File: config.mk
export PLATFORM = sky130hd
export DESIGN_NAME = slot_enum
export DESIGN_NICKNAME = d
export VERILOG_FILES = /design/src/rtl/slot_enum_pkg.sv /design/src/rtl/slot_enum_table.sv /design/src/rtl/slot_enum_taskmask.sv /design/src/rtl/slot_enum.sv
export SDC_FILE = /design/constraint.sdc
export NUM_CORES = 1
export LEC_CHECK = 0
export ABC_CLOCK_PERIOD_IN_PS = 3500
export CAP_MARGIN = 20
export CORE_AREA = 2 2 206 258
export DETAILED_ROUTE_END_ITERATION = 8
export DIE_AREA = 0 0 208 260
export PLACE_DENSITY = 0.58
export SYNTH_ARGS = -nofsm -noshare
export SYNTH_HDL_FRONTEND = slang
export SYNTH_SLANG_ARGS = --single-unit
File: constraint.sdc
create_clock -name clk -period 3.5 [get_ports clk]
set_input_delay 0.35 -clock clk [delete_from_list [all_inputs] [get_ports clk]]
set_output_delay 0.35 -clock clk [all_outputs]
set_load 0.02 [all_outputs]
File: src/rtl/slot_enum_pkg.sv
package slot_enum_pkg;

    typedef enum logic [2:0] {
        ST_IDLE,
        ST_PROBE,
        ST_READ,
        ST_FETCH,
        ST_MATCH,
        ST_ASSIGN,
        ST_EMIT,
        ST_DONE
    } enum_state_t;

endpackage

File: src/rtl/slot_enum_table.sv
module slot_enum_table #(
    parameter int SLOTS  = 16,
    parameter int ENT_W  = 16,
    parameter int TASK_W = 4,
    parameter int SLOT_W = $clog2(SLOTS)
) (
    input  logic              clk,
    input  logic              rst_n,
    input  logic              load_dummy,
    input  logic              wr_en,
    input  logic [SLOT_W-1:0] wr_idx,
    input  logic [ENT_W-1:0]  wr_data,
    input  logic [SLOT_W-1:0] rd_idx,
    output logic [ENT_W-1:0]  rd_data
);
    localparam int SLOT_SHIFT = ENT_W - TASK_W;

    logic [ENT_W-1:0] ent_q [SLOTS];

    // placeholder per slot: (slot << SLOT_SHIFT) + 3
    always_ff @(posedge clk or negedge rst_n) begin
        if (!rst_n) begin
            for (int i = 0; i < SLOTS; i++) ent_q[i] <= '0;
        end else if (load_dummy) begin
            for (int i = 0; i < SLOTS; i++)
                ent_q[i] <= (ENT_W'(i) << SLOT_SHIFT) + ENT_W'(3);
        end else if (wr_en) begin
            ent_q[wr_idx] <= wr_data;
        end
    end

    assign rd_data = ent_q[rd_idx];

endmodule

File: src/rtl/slot_enum_taskmask.sv
module slot_enum_taskmask #(
    parameter int TASK_W = 4,
    parameter int TASKS  = 1 << TASK_W
) (
    input  logic              clk,
    input  logic              rst_n,
    input  logic              clr,
    input  logic              set_en,
    input  logic [TASK_W-1:0] set_idx,
    input  logic [TASK_W-1:0] test_idx,
    output logic              taken
);
    logic [TASKS-1:0] mask_q;

    always_ff @(posedge clk or negedge rst_n) begin
        if (!rst_n)      mask_q <= '0;
        else if (clr)    mask_q <= '0;
        else if (set_en) mask_q[set_idx] <= 1'b1;
    end

    assign taken = mask_q[test_idx];

endmodule

File: src/rtl/slot_enum.sv
module slot_enum
    import slot_enum_pkg::*;
#(
    parameter int SLOTS     = 16,
    parameter int ID_W      = 16,
    parameter int KEY_W     = 8,
    parameter int INIT_W    = 12,
    parameter int TASK_W    = 4,
    parameter int TAB_DEPTH = 32
) (
    input  logic                         clk,
    input  logic                         rst_n,
    input  logic                         start,
    output logic                         busy,
    output logic                         done,
    output logic                         shift_data,
    output logic                         shift_strobe,
    output logic                         id_rd,
    output logic [$clog2(SLOTS)-1:0]     id_sel,
    input  logic [ID_W-1:0]              id_data,
    output logic [$clog2(TAB_DEPTH)-1:0] rom_addr,
    input  logic [KEY_W+INIT_W+TASK_W-1:0] rom_data,
    output logic                         out_valid,
    output logic [$clog2(SLOTS)-1:0]     out_slot,
    output logic [INIT_W-1:0]            out_init,
    output logic [TASK_W-1:0]            out_task,
    output logic                         out_noinit
);
    localparam int SLOT_W = $clog2(SLOTS);
    localparam int ADR_W  = $clog2(TAB_DEPTH);
    localparam int BIT_W  = $clog2(TASK_W);
    localparam int ENT_W  = INIT_W + TASK_W;
    localparam int ROM_W  = KEY_W + ENT_W;
    localparam logic [SLOT_W-1:0] SLOT_LAST = SLOT_W'(SLOTS - 1);
    localparam logic [ADR_W-1:0]  ADR_LAST  = ADR_W'(TAB_DEPTH - 1);
    localparam logic [BIT_W-1:0]  BIT_LAST  = BIT_W'(TASK_W - 1);
    localparam logic [ENT_W-1:0]  UNUSED_ENT = {{INIT_W{1'b0}}, {TASK_W{1'b1}}};

    enum_state_t       st_q, st_d;
    logic [SLOT_W-1:0] slot_q;
    logic [BIT_W-1:0]  bitc_q;
    logic [ADR_W-1:0]  idx_q;
    logic [KEY_W-1:0]  id_key_q [SLOTS];

    logic [KEY_W-1:0]  ent_key;
    logic [INIT_W-1:0] ent_init;
    logic [TASK_W-1:0] ent_task;
    logic              ent_zero, ent_hit, task_taken;
    logic              claim, give_up, slot_end, bit_last, go;
    logic [ENT_W-1:0]  tab_rd, tab_wr;
    logic [TASK_W-1:0] nib;
    logic              unused_id_lo;

    assign unused_id_lo = ^id_data[ID_W-KEY_W-1:0];

    // ROM word decode and search decisions
    always_comb begin
        ent_key  = rom_data[ROM_W-1 -: KEY_W];
        ent_init = rom_data[ENT_W-1:TASK_W];
        ent_task = rom_data[TASK_W-1:0];
        ent_zero = (rom_data == '0);
        ent_hit  = (ent_key == id_key_q[slot_q]);
        claim    = (st_q == ST_MATCH) && !ent_zero && ent_hit && !task_taken;
        give_up  = (st_q == ST_MATCH) && !claim && (ent_zero || idx_q == ADR_LAST);
        slot_end = claim || give_up;
        bit_last = (bitc_q == BIT_LAST);
        go       = (st_q == ST_IDLE) && start;
        tab_wr   = claim ? {ent_init, ent_task} : UNUSED_ENT;
    end

    slot_enum_table #(.SLOTS(SLOTS), .ENT_W(ENT_W), .TASK_W(TASK_W)) u_table (
        .clk       (clk),
        .rst_n     (rst_n),
        .load_dummy(go),
        .wr_en     (slot_end),
        .wr_idx    (slot_q),
        .wr_data   (tab_wr),
        .rd_idx    (slot_q),
        .rd_data   (tab_rd)
    );

    slot_enum_taskmask #(.TASK_W(TASK_W)) u_mask (
        .clk     (clk),
        .rst_n   (rst_n),
        .clr     (go),
        .set_en  (claim),
        .set_idx (ent_task),
        .test_idx(ent_task),
        .taken   (task_taken)
    );

    // next state
    always_comb begin
        st_d = st_q;
        unique case (st_q)
            ST_IDLE:   if (start) st_d = ST_PROBE;
            ST_PROBE:  if (bit_last && slot_q == '0) st_d = ST_READ;
            ST_READ:   if (slot_q == SLOT_LAST) st_d = ST_FETCH;
            ST_FETCH:  st_d = ST_MATCH;
            ST_MATCH:  st_d = (slot_end && slot_q == SLOT_LAST) ? ST_ASSIGN : ST_FETCH;
            ST_ASSIGN: if (bit_last && slot_q == '0) st_d = ST_EMIT;
            ST_EMIT:   if (slot_q == '0) st_d = ST_DONE;
            ST_DONE:   st_d = ST_IDLE;
            default:   st_d = ST_IDLE;
        endcase
    end

    // state register and counters
    always_ff @(posedge clk or negedge rst_n) begin
        if (!rst_n) begin
            st_q   <= ST_IDLE;
            slot_q <= '0;
            bitc_q <= '0;
            idx_q  <= '0;
            for (int i = 0; i < SLOTS; i++) id_key_q[i] <= '0;
        end else begin
            st_q <= st_d;
            unique case (st_q)
                ST_IDLE: if (start) begin
                    slot_q <= SLOT_LAST;
                    bitc_q <= '0;
                    idx_q  <= '0;
                end
                ST_PROBE, ST_ASSIGN: begin
                    bitc_q <= bit_last ? '0 : bitc_q + BIT_W'(1);
                    if (bit_last) begin
                        if (slot_q == '0)
                            slot_q <= (st_q == ST_ASSIGN) ? SLOT_LAST : '0;
                        else
                            slot_q <= slot_q - SLOT_W'(1);
                    end
                end
                ST_READ: begin
                    id_key_q[slot_q] <= id_data[ID_W-1 -: KEY_W];
                    slot_q <= (slot_q == SLOT_LAST) ? '0 : slot_q + SLOT_W'(1);
                end
                ST_FETCH: ;
                ST_MATCH: begin
                    if (slot_end) begin
                        idx_q  <= '0;
                        bitc_q <= '0;
                        if (slot_q != SLOT_LAST) slot_q <= slot_q + SLOT_W'(1);
                    end else begin
                        idx_q <= idx_q + ADR_W'(1);
                    end
                end
                ST_EMIT: slot_q <= slot_q - SLOT_W'(1);
                ST_DONE: ;
                default: ;
            endcase
        end
    end

    // outputs
    always_comb begin
        nib          = tab_rd[TASK_W-1:0];
        busy         = (st_q != ST_IDLE);
        done         = (st_q == ST_DONE);
        shift_strobe = (st_q == ST_PROBE) || (st_q == ST_ASSIGN);
        shift_data   = shift_strobe && !nib[bitc_q];
        id_rd        = (st_q == ST_READ);
        id_sel       = slot_q;
        rom_addr     = idx_q;
        out_valid    = (st_q == ST_EMIT);
        out_slot     = slot_q;
        out_init     = tab_rd[ENT_W-1:TASK_W];
        out_task     = tab_rd[TASK_W-1:0];
        out_noinit   = out_valid && (tab_rd[ENT_W-1:TASK_W] == '0);
    end

endmodule

==> metrics <==
reg-to-reg endpoint u_table.ent_q[176]$_DFFE_PN0P_; Max-Cap Viols 0; ys async rst share 100%; CTS buffer count 46; top-area cell type share of the netlist area between 50% and 60%; met1 wire length between 20 and 30 mm; largest area contributor in the netlist dfrtp_1; count leader, synth dfrtp_1; peak supply drop roughly 0.00031 V; largest cells by area after synthesis dfrtp_1 51%, mux4_2 11%, mux2i_1 11%, mux2_2 7.2%, nand2_1 4.0%; WP data required 3150 ps; CTS Buffer Depth 3; io pins 79; Yosys cell types 60; Post-synth EDFFs 0; origin of the critical flop-to-flop path id_sel[0]$_DFFE_PN0P_; initial antenna violation count 1; failing checks negative setup slack; CTS H-tree depth 2; DR iter-0 viols about 1100; Period Utilization, post-route 110%; root buffer cell clkbuf_16; Max FO, Critical Path 7; Cell Pwr Density just over 500 mW/mm^2; clk sinks 414; worst r2r path cells 14; Die H 260 um; Initial Util roughly 40%; max_slew headroom between 30% and 40%; Final GP Congestion roughly 0.82; Leak 11.7 nW; Hold Violations, Final 0; Post-DRT Antenna Nets 0; highest metal used met4; final wirelength 60.2 mm; clock slew at reported path FFs about 60 ps; WP data arrival roughly 3500 ps; setup TNS -60460 ps; grt ovf 0; met2 routed WL approximately 30 mm; CTS tree built; Seq/Total Area, Yosys between 50% and 60%; Mapped Cells between 1500 and 2000; dominant synthesized flop cell dfrtp_1; Final nets 1866; Synth Net Count around 1700; post-route setup slack -344 ps; CP startpoint kind flop; WL met3 between 2 and 3 mm; Hold/Removal Path Class in2async; total core area between 0.05 and 0.06 sq mm; Worst R2R Setup Slack -330 ps; vias roughly 14000; Peak Freq approximately 260 MHz; floorplan row count between 90 and 100; syn avg cell area ~13 sq um; Post-Syn Area 0.0204 sq mm; Area Overhead vs Synth 23.7%; final-report max-slew violation count 0; critical path endpoint category primary output; Die W between 200 and 250 um; Yosys reg bits a little over 400; vias in the first global route 14900; worst skew pair latency about 590 ps; commonest cells in the synthesized netlist 414 x dfrtp_1, 225 x mux2i_1, 215 x nand2_1; Final setup viols 269; Buffers on Ports 70; # DRC 0; Core Util, Final 49.1%; RSZ-0062 raised after global routing true; share of cells above drive strength 1 ~31%; router iterations before antenna repair 5; Tmin final about 3800 ps; largest net degree at the start of global routing 76; die footprint roughly 0.054 sq mm; wire per inst approximately 24 um; number of vias per cell between 5 and 6; dpl hpwl a little over 40 mm; Yosys warning total 0; CP Class reg2out; Slew @ Worst Pin roughly 950 ps; first-pass GRT wire length roughly 93 mm; GRT Total Usage between 20 and 25%; status complete, but fails checks; Worst Skew between 15 and 20 ps
[final cells by class]
cell class	count	area (sq um)
Timing Repair Buffer	296	3130
Antenna cell	1	2.50
Tap cell	665	832
Multi-Input combinational cell	1047	9400
Inverter	11	41.3
Fill cell	4585	26200
Clock inverter	17	185
Sequential cell	414	10400
Clock buffer	65	1300
[placed cells by master (no fill, tap or decap), drive strengths merged, types with 8 or more instances in the layout]
| cell type | n |
|---|---|
| and2 | 8 |
| a22o | 46 |
| inv | 14 |
| mux4 | 103 |
| a21boi | 10 |
| o21ai | 43 |
| mux2i | 225 |
| dfrtp | 414 |
| nor2b | 9 |
| buf | 227 |
| and3 | 17 |
| nand2 | 216 |
| clkinv | 10 |
| a21oi | 26 |
| a22oi | 10 |
| nand3 | 32 |
| mux2 | 130 |
| nor3 | 11 |
| clkdlybuf4s50 | 57 |
| clkbuf | 68 |
| nor2 | 77 |
[registers in the layout (all words and copies together) (netlist names)]
signal,count
bitc_q,2
u_table.ent_q,256
u_mask.mask_q,16
id_sel,4
id_key_q,128
st_q,3
rom_addr,5
[kinds of logic (layout without fill, tap and decap cells)]
kind of cell    count (synthesis)  count (layout)  synth area share [%]
fa+ha+maj                       7               7                 0.429
compound gates                172             172                  6.04
simple gates                  397             397                  8.75
mux                           458             458                  29.6
buf+inv                       157             389                  3.90
other cells                     0               1                     0
flops                         414             414                  50.7
xor+xnor                       13              13                 0.558
[metal layers]
| layer | up-vias | global-route usage [%] |
|---|---|---|
| met3 | 125 | 3.39 |
| met1 | 7388 | 29.1 |
| met5 | - | 0 |
| met2 | 380 | 38.2 |
| met4 | 0 | 8.29 |
| li1 | 6240 | - |
[per-stage QoR]
stage / power [W] / hold slack, ps / cells / setup slack, ps / area [sq um]
floorplan: 0.00696 / 54.4 / 1618 / -3.34 / 20500
detailed placement: 0.00820 / 402 / 2414 / -577 / 23400
global route: 0.0137 / 410 / 2515 / -451 / 25300
global placement: 0.00817 / 388 / 2414 / -554 / 23400
CTS: 0.0132 / 376 / 2508 / -397 / 25100
finish: 0.0131 / 340 / 2516 / -344 / 25300
[worst max-delay path by stage]
stage | depth (start not counted) | from | to | slack [ps]
detailed placement | 15 | rom_data[22] | u_table.ent_q[176]$_DFFE_PN0P_ | -580
finish | 8 | id_sel[0]$_DFFE_PN0P_ | out_noinit | -340
CTS | 8 | id_sel[0]$_DFFE_PN0P_ | out_noinit | -400
floorplan | 11 | id_sel[1]$_DFFE_PN0P_ | shift_data | -3
global route | 8 | id_sel[0]$_DFFE_PN0P_ | out_noinit | -450
global placement | 15 | rom_data[22] | u_table.ent_q[213]$_DFFE_PN0P_ | -550
[worst max-delay path, cell delays in order (launching register included)]
cell,delay (ps)
dfrtp_4,520
buf_12,170
mux4_2,510
mux4_2,510
or4_4,580
nor4_4,140
buf_4,140
and4b_2,210
buf_6,120
[repair_timing]
action,in CTS,in global routing
resized for setup,51,12
endpoints found under the hold margin,68,0
hold buffers,1,0
buffers inserted,9,3
pin swaps,4,3
cloned,2,3
setup endpoints to repair,268,283
[power breakdown]
group	total, W	internal [W]	leakage [nW]	switching, W
registers	0.00522	0.00502	5.65	0.000204
clock network	0.00485	0.00282	0.736	0.00203
logic	0.00304	0.00148	5.27	0.00156
total	0.0131	0.00931	11.7	0.00380
Note: power is estimated with default switching activity, not from simulation.
